===== src/rtl/div_pkg.sv =====
package div_pkg;
  typedef enum logic [1:0] {
    OP_QUO_S = 2'b00,
    OP_QUO_U = 2'b01,
    OP_REM_S = 2'b10,
    OP_REM_U = 2'b11
  } div_op_e;

  // bit 0 of the code selects unsigned, bit 1 selects remainder
  function automatic logic op_is_signed(input logic [1:0] code);
    return ~code[0];
  endfunction

  function automatic logic op_is_rem(input logic [1:0] code);
    return code[1];
  endfunction
endpackage


===== src/rtl/div_prep.sv =====
module div_prep #(
  parameter int W = 32
) (
  input  logic [1:0]   op,
  input  logic [W-1:0] dividend,
  input  logic [W-1:0] divisor,
  output logic [W-1:0] dvd_mag,
  output logic [W-1:0] dvs_mag,
  output logic         neg_quo,
  output logic         neg_rem,
  output logic         want_rem,
  output logic         by_zero
);
  import div_pkg::*;

  logic sgn;
  logic dvd_neg;
  logic dvs_neg;

  always_comb begin
    sgn      = op_is_signed(op);
    dvd_neg  = sgn & dividend[W-1];
    dvs_neg  = sgn & divisor[W-1];
    dvd_mag  = dvd_neg ? (~dividend + 1'b1) : dividend;
    dvs_mag  = dvs_neg ? (~divisor + 1'b1) : divisor;
    neg_quo  = dvd_neg ^ dvs_neg;
    neg_rem  = dvd_neg;
    want_rem = op_is_rem(op);
    by_zero  = (divisor == '0);
  end
endmodule


===== src/rtl/div_core.sv =====
module div_core #(
  parameter int W = 32
) (
  input  logic         clk,
  input  logic         rst_n,
  input  logic         load,
  input  logic [W-1:0] dvd_mag,
  input  logic [W-1:0] dvs_mag,
  output logic         running,
  output logic         finish,
  output logic [W-1:0] quo,
  output logic [W-1:0] rem
);
  localparam int CW = $clog2(W) + 1;
  localparam logic [CW-1:0] LAST = CW'(W - 1);

  logic [W:0]    rem_q;
  logic [W-1:0]  quo_q;
  logic [W-1:0]  dvs_q;
  logic [CW-1:0] cnt_q;
  logic          run_q;
  logic          fin_q;

  logic [W:0]    shifted;
  logic [W+1:0]  diff;
  logic          fits;

  // one restoring step: shift in the next dividend bit, try to subtract
  always_comb begin
    shifted = {rem_q[W-1:0], quo_q[W-1]};
    diff    = {1'b0, shifted} - {2'b00, dvs_q};
    fits    = ~diff[W+1];
  end

  always_ff @(posedge clk or negedge rst_n) begin
    if (!rst_n) begin
      rem_q <= '0;
      quo_q <= '0;
      dvs_q <= '0;
      cnt_q <= '0;
      run_q <= 1'b0;
      fin_q <= 1'b0;
    end else begin
      fin_q <= 1'b0;
      if (load && !run_q) begin
        rem_q <= '0;
        quo_q <= dvd_mag;
        dvs_q <= dvs_mag;
        cnt_q <= '0;
        run_q <= 1'b1;
      end else if (run_q) begin
        rem_q <= fits ? diff[W:0] : shifted;
        quo_q <= {quo_q[W-2:0], fits};
        cnt_q <= cnt_q + 1'b1;
        if (cnt_q == LAST) begin
          run_q <= 1'b0;
          fin_q <= 1'b1;
        end
      end
    end
  end

  assign running = run_q;
  assign finish  = fin_q;
  assign quo     = quo_q;
  assign rem     = rem_q[W-1:0];
endmodule


===== src/rtl/div_fix.sv =====
module div_fix #(
  parameter int W = 32
) (
  input  logic [W-1:0] quo,
  input  logic [W-1:0] rem,
  input  logic         neg_quo,
  input  logic         neg_rem,
  input  logic         want_rem,
  input  logic         by_zero,
  output logic [W-1:0] value
);
  logic [W-1:0] q_signed;
  logic [W-1:0] r_signed;

  always_comb begin
    q_signed = neg_quo ? (~quo + 1'b1) : quo;
    r_signed = neg_rem ? (~rem + 1'b1) : rem;
    if (want_rem)
      value = r_signed;
    else if (by_zero)
      value = '1;
    else
      value = q_signed;
  end
endmodule


===== src/rtl/div_unit.sv =====
module div_unit #(
  parameter int W = 32
) (
  input  logic         clk,
  input  logic         rst_n,
  input  logic         start,
  input  logic [1:0]   op,
  input  logic [W-1:0] dividend,
  input  logic [W-1:0] divisor,
  output logic         busy,
  output logic         done,
  output logic [W-1:0] result
);
  logic [W-1:0] dvd_mag, dvs_mag;
  logic         p_neg_quo, p_neg_rem, p_want_rem, p_by_zero;
  logic         neg_quo_q, neg_rem_q, want_rem_q, by_zero_q;
  logic         core_run, core_fin;
  logic [W-1:0] core_quo, core_rem;
  logic [W-1:0] fixed;
  logic         accept;
  logic         done_q;
  logic [W-1:0] result_q;

  assign busy   = core_run | core_fin;
  assign accept = start & ~busy;

  div_prep #(.W(W)) u_prep (
    .op       (op),
    .dividend (dividend),
    .divisor  (divisor),
    .dvd_mag  (dvd_mag),
    .dvs_mag  (dvs_mag),
    .neg_quo  (p_neg_quo),
    .neg_rem  (p_neg_rem),
    .want_rem (p_want_rem),
    .by_zero  (p_by_zero)
  );

  div_core #(.W(W)) u_core (
    .clk     (clk),
    .rst_n   (rst_n),
    .load    (accept),
    .dvd_mag (dvd_mag),
    .dvs_mag (dvs_mag),
    .running (core_run),
    .finish  (core_fin),
    .quo     (core_quo),
    .rem     (core_rem)
  );

  always_ff @(posedge clk or negedge rst_n) begin
    if (!rst_n) begin
      neg_quo_q  <= 1'b0;
      neg_rem_q  <= 1'b0;
      want_rem_q <= 1'b0;
      by_zero_q  <= 1'b0;
    end else if (accept) begin
      neg_quo_q  <= p_neg_quo;
      neg_rem_q  <= p_neg_rem;
      want_rem_q <= p_want_rem;
      by_zero_q  <= p_by_zero;
    end
  end

  div_fix #(.W(W)) u_fix (
    .quo      (core_quo),
    .rem      (core_rem),
    .neg_quo  (neg_quo_q),
    .neg_rem  (neg_rem_q),
    .want_rem (want_rem_q),
    .by_zero  (by_zero_q),
    .value    (fixed)
  );

  always_ff @(posedge clk or negedge rst_n) begin
    if (!rst_n) begin
      done_q   <= 1'b0;
      result_q <= '0;
    end else begin
      done_q <= core_fin;
      if (core_fin) result_q <= fixed;
    end
  end

  assign done   = done_q;
  assign result = result_q;
endmodule


===== config.mk =====
export PLATFORM = sky130hd
export DESIGN_NAME = div_unit
export DESIGN_NICKNAME = d
export VERILOG_FILES = /design/src/rtl/div_pkg.sv /design/src/rtl/div_prep.sv /design/src/rtl/div_core.sv /design/src/rtl/div_fix.sv /design/src/rtl/div_unit.sv
export SDC_FILE = /design/constraint.sdc
export NUM_CORES = 1
export LEC_CHECK = 0
export BUFFER_PORTS_ARGS = -buffer_cell sky130_fd_sc_hd__buf_2
export CORE_ASPECT_RATIO = 0.5
export CORE_UTILIZATION = 40
export DETAILED_ROUTE_END_ITERATION = 10
export GPL_TIMING_DRIVEN = 0
export PLACE_DENSITY_LB_ADDON = 0.25
export SLEW_MARGIN = 20
export SYNTH_ARGS = -nofsm -noshare
export SYNTH_HDL_FRONTEND = slang
export SYNTH_SLANG_ARGS = --single-unit
export TNS_END_PERCENT = 20

===== constraint.sdc =====
create_clock -name clk -period 4.9 [get_ports clk]
set_input_delay 0.245 -clock clk [delete_from_list [all_inputs] [get_ports clk]]
set_output_delay 0.245 -clock clk [all_outputs]
set_load 0.01 [all_outputs]

Yosys cells after proc, flatten, opt, wreduce, memory -nomap -nowiden
Index checks and enable logic that the tools add are counted.
{ "totals": {"ff_bits": 141} }
{ "op_classes": {"n_addsub": 6, "eq_ne": 1, "muxes": 19, "n_bitwise": 12, "n_reduce_logical": 4} }
{ "op_table": {"columns": ["op", "n"], "rows": [
  ["$mux 32", 11],
  ["$add 32x1->32 const B", 4],
  ["$not 32->32", 4],
  ["$sub 33x32->34", 1],
  ["$logic_not 32->1", 1],
  ["$mux 6", 2],
  ["$add 6x1->6 const B", 1],
  ["$eq 6x5->1 const B", 1],
  ["$mux 1", 6],
  ["$and 1x1->1", 3],
  ["$not 1->1", 3],
  ["$reduce_bool 2->1", 1],
  ["$logic_and 1x1->1", 1],
  ["$logic_not 1->1", 1],
  ["$or 1x1->1", 1],
  ["$xor 1x1->1", 1]
]} }

Logic depth before layout (Yosys ltp)
{ "depth": {"depth_word": 5, "depth_mapped": 13} }

Hierarchy
A second synthesis with hierarchy kept.
{ "unflattened": {"hier_cells": 1236, "hier_area_um2": 10744.1} }
{ "modules_own_cells": {"columns": ["module", "n_inst", "cells_each", "area_per_inst_um2", "seq_area_each_um2"], "rows": [
  ["div_core", 1, 688, 6077.1, 2602.5],
  ["div_fix", 1, 250, 1750.4, 0.0],
  ["div_prep", 1, 219, 1534.0, 0.0],
  ["div_unit", 1, 79, 1382.6, 925.9]
]} }

Worst setup path before layout
OpenSTA, ideal clock, no wires.
{ "synth_timing": {"path_type": "register to register", "startpoint": "reg u_core.rem_q[8]", "endpoint": "reg result_q[29], in the netlist result[29]", "setup_time_ns": 0.133, "t_arrival_ns": 2.904, "required_ns": 4.767, "slack_ns": 1.862, "stages_incl_launch_ff": 9, "period_less_slack_ns": 3.038, "path_cell_list": "dfrtp_1 or4_1 or3_1 or3_4 or2_4 or3_4 or4_1 a21boi_1 o22ai_1"} }
{ "synth_between": {"elab_chain_len": 4} }
{ "synth_rtl": {"columns": ["item", "line", "text"], "rows": [
  ["start, declared", "div_core.sv:17", "logic [W:0] rem_q;"],
  ["start signal, assigned", "div_core.sv:52", "rem_q <= fits ? diff[W:0] : shifted;"],
  ["$not 32->32", "div_fix.sv:17", "r_signed = neg_rem ? (~rem + 1'b1) : rem;"],
  ["$add 32x1->32", "div_fix.sv:17", null],
  ["$mux 32", "div_fix.sv:17", null],
  ["$mux 32", "div_fix.sv:18", "if (want_rem)"],
  ["end signal, assigned", "div_unit.sv:81", "if (core_fin) result_q <= fixed;"],
  ["end, declared", "div_unit.sv:22", "logic [W-1:0] result_q;"]
]} }
No other way between the ends.
A chain may end at the register's enable or synchronous reset.

Final worst setup path
{ "layout_timing": {"startpoint": "reg u_core.quo_q[31], in the netlist u_core.quo[31]", "endpoint": "reg u_core.rem_q[7]"} }
{ "layout_between": {"elab_chain_len": 4} }
{ "layout_rtl": {"columns": ["item", "line", "text"], "rows": [
  ["start, declared", "div_core.sv:18", "logic [W-1:0] quo_q;"],
  ["start signal, assigned", "div_core.sv:47", "quo_q <= dvd_mag;"],
  ["start signal, assigned", "div_core.sv:53", "quo_q <= {quo_q[W-2:0], fits};"],
  ["$sub 33x32->34", "div_core.sv:31", "diff = {1'b0, shifted} - {2'b00, dvs_q};"],
  ["$mux 32", "div_core.sv:52", null],
  ["$mux 32", "div_core.sv:51", "end else if (run_q) begin"],
  ["$mux 32", "div_core.sv:45", "if (load && !run_q) begin"]
]} }
No other way between the ends. The select of a mux whose other input is x is not followed.

==> metrics <==
status=completed; post-route setup slack=between 1 and 1.5 ns; global-route wire length before repair=between 50 and 60 mm; Initial Utilization=around 42%; critical path data arrival time=between 4 and 5 ns; FP Rows=40; drt initial violations=878; fraction of layout cells with a size suffix above 1=12.1%; vias post-DR=9439; DR vias/cell=between 5 and 6; Synth area leaders=dfrtp_1, xor2_1, o21ai_0; critical path data required time=5.19 ns; top post-synthesis cells by count=nand2_1, dfrtp_1, o21ai_0, xor2_1, a21oi_1; Crit Path Max Fanout=10; post-DR wirelength/cell=~19 um; Power Density=about 660 nW/um2; area leader, netlist=dfrtp_1; overall power=around 7.8 mW; critical path buffer and inverter count=2; WL final=32.0 mm; TritonCTS Sinks=approximately 140; Max-slew headroom=approximately a third; area of the mapped netlist=roughly 10000 um2; Post-Place Worst Slack=approximately 1.1 ns; share of power burned in the clock network=20.3%; fin area=11900 um2; Max H-tree Level=4; sequential share of power=~28%; P_int=4.31 mW; Synth Net Count=approximately 1300; Max Clock Skew=about 0.011 ns; TNS Setup=0 ns; sequential share of the synthesized area=a little over a third; Worst path slowest cell=clkbuf_1; detailed-route DRC error count=0; hold-critical path depth=3; Antenna Nets Post-Route=0; HP Class=in2reg; Crit path depth=11; fmax=about 260 MHz; Pre-antenna DRT Iters=5; initial antenna violation count=0; Ports=103; synth unique cells=55; crit start category=flop; CTS tree=done; critical path, cell by cell=inv_1 > ha_1 > nand2b_1 > a21oi_1 > a2111oi_0 > a211oi_1 > a31oi_1 > o211ai_1 > clkbuf_1 > mux2i_1 > o22ai_1; Worst setup EP type=flop; cell count after synthesis=1214; worst slew pin tran=around 0.99 ns; placer congestion estimate=about 0.9; Clk pin slew, worst setup/hold paths=0.06 ns; worst skew pair latency=about 0.44 ns; Synth Warn #=0; Max Cap Viol=0; non-filler instance count after layout=between 1500 and 2000; Post-synth EDFFs=0; Core ar.=roughly 24000 um2; fin crit share=roughly four fifths; number of global-route vias before repair=9274; Nets=1444; reg2reg path depth=11; Sw Pwr=~3.5 mW; CTS root buf=clkbuf_16; Resized Gates After CTS=0; DP Wirelength=approximately 25 mm; diode count=0; CP top delay family=compound AO/OA/AOI/OAI gates; Synth-to-Final Area Change=16.7%; Core Util, Final=between 40% and 50%; pin count of the biggest net entering global routing=between 80 and 90; Final min period=between 3 and 4 ns; most common cell in the synthesized netlist=nand2_1; CTS buffer count=17; die area=about 26000 um2; max-slew violation count=0; post-synth top area share=about a third; worst hold slack=0.0364 ns; Avg Cell Area, Syn=~8.4 um2; CP peak stage delay=between 0.5 and 0.6 ns; endpoints failing setup=0; FFs w/ async S/R, synth=100%; WS Path Type=reg2reg; chip height=~110 um; Top FF cell, synth=dfrtp_1; buffers added on ports=a little over 100; all-layer global routing usage=between 20% and 30%; Placed Area=11100 um2; RSZ-0062 raised after global routing=no; die boundary width=between 200 and 250 um; Sw Ratio=between 40% and 50%; Clock Tree Buf Depth=2; grt total ovfl=0; LEAKAGE=between 4 and 5 nW; Comb pwr share=about half; placed insts=1653; Peak VDD IR=approximately 260 uV; Hold Vio Cnt, Final=0; #FFs+latches synth=roughly 140
## layout make-up
type	count	area, um2
fill	2352	12600
multi-input combinational	959	6220
sequential	141	3530
timing repair buffer	104	558
clock buffer	22	484
tap	336	420
clock inverter	10	231
buffer	61	230
inverter	53	199
## sequential cells by signal, summed over array words and instances (netlist names), 6 cells and up
register      flops
u_core.rem_q     32
u_core.cnt_q      6
result           32
u_core.quo       32
u_core.dvs_q     32
## worst paths after layout
| kind | start | slack [ns] | to |
|---|---|---|---|
| worst max-delay path | u_core.quo[31] | 1.01 | u_core.rem_q[7] |
| worst min-delay path | op[1] | 0.04 | want_rem_q |
| worst max register to register | u_core.quo[31] | 1.01 | u_core.rem_q[7] |
| worst min register to register | u_core.finish | 0.41 | done |
| max in group asynchronous | rst_n | 3.76 | u_core.quo[25] |
| min in group asynchronous | rst_n | 0.40 | u_core.dvs_q[5] |
## cells by family after synthesis
| family | synth area share (%) |
|---|---|
| buf+inv | 4.22 |
| compound gates | 22.1 |
| flops | 34.7 |
| simple gates | 16.1 |
| fa+ha+maj | 4.75 |
| xor+xnor | 12.7 |
| mux | 5.42 |
## layout by cell type (no fill, tap or decap), types with 5 or more instances in the layout
cell type / count
o211ai_1: 20
o22ai_1: 16
a211oi_1: 7
o21ai_0: 140
nand2_1: 155
dfrtp_1: 141
nor2_1: 56
xor2_1: 84
buf_1: 11
a31oi_1: 10
and2_1: 7
mux2i_1: 36
ha_1: 37
or4_1: 16
or3_1: 17
a21oi_1: 83
o41ai_1: 12
nand2b_1: 14
nand3_1: 26
nor4_1: 7
clkbuf_16: 17
a21o_1: 7
clkbuf_1: 50
mux2_2: 17
o221ai_1: 5
inv_1: 52
or2_2: 6
nor3_1: 20
bufinv_16: 7
o31ai_1: 32
nor2b_1: 8
a22oi_1: 16
buf_2: 102
xnor2_1: 63
## per-layer routing
layer	share of wire, %	global-route usage (%)	up-vias
li1	-	-	4593
met1	49	36.7	4544
met2	44	39.3	273
met3	6.1	4.34	29
met4	1.4	7.38	0
met5	0	0	-
## worst reg2reg max path: cells and delay by family (launching register included)
family	cells	cell delay [ns]
AOI/OAI and AO/OA	6	1.82
buffers and inverters	2	0.73
and+or+nand+nor	1	0.17
adders and majority gates	1	0.26
DFF	1	0.48
muxes	1	0.31
## power by group through the flow
stage	combinational [mW]	clock, mW	sequential (mW)
detailed placement	3.93	0	2.20
CTS	3.96	1.59	2.19
global route	4.48	1.64	2.28
floorplan	3.03	0	1.97
finish	4.00	1.58	2.21
global placement	3.88	0	2.18
## timing repair
item	CTS	global route
endpoints found under the hold margin	85	0
hold buffers	1	0
buffers inserted	0	0
No activity file was read; power rests on OpenSTA's default activity.
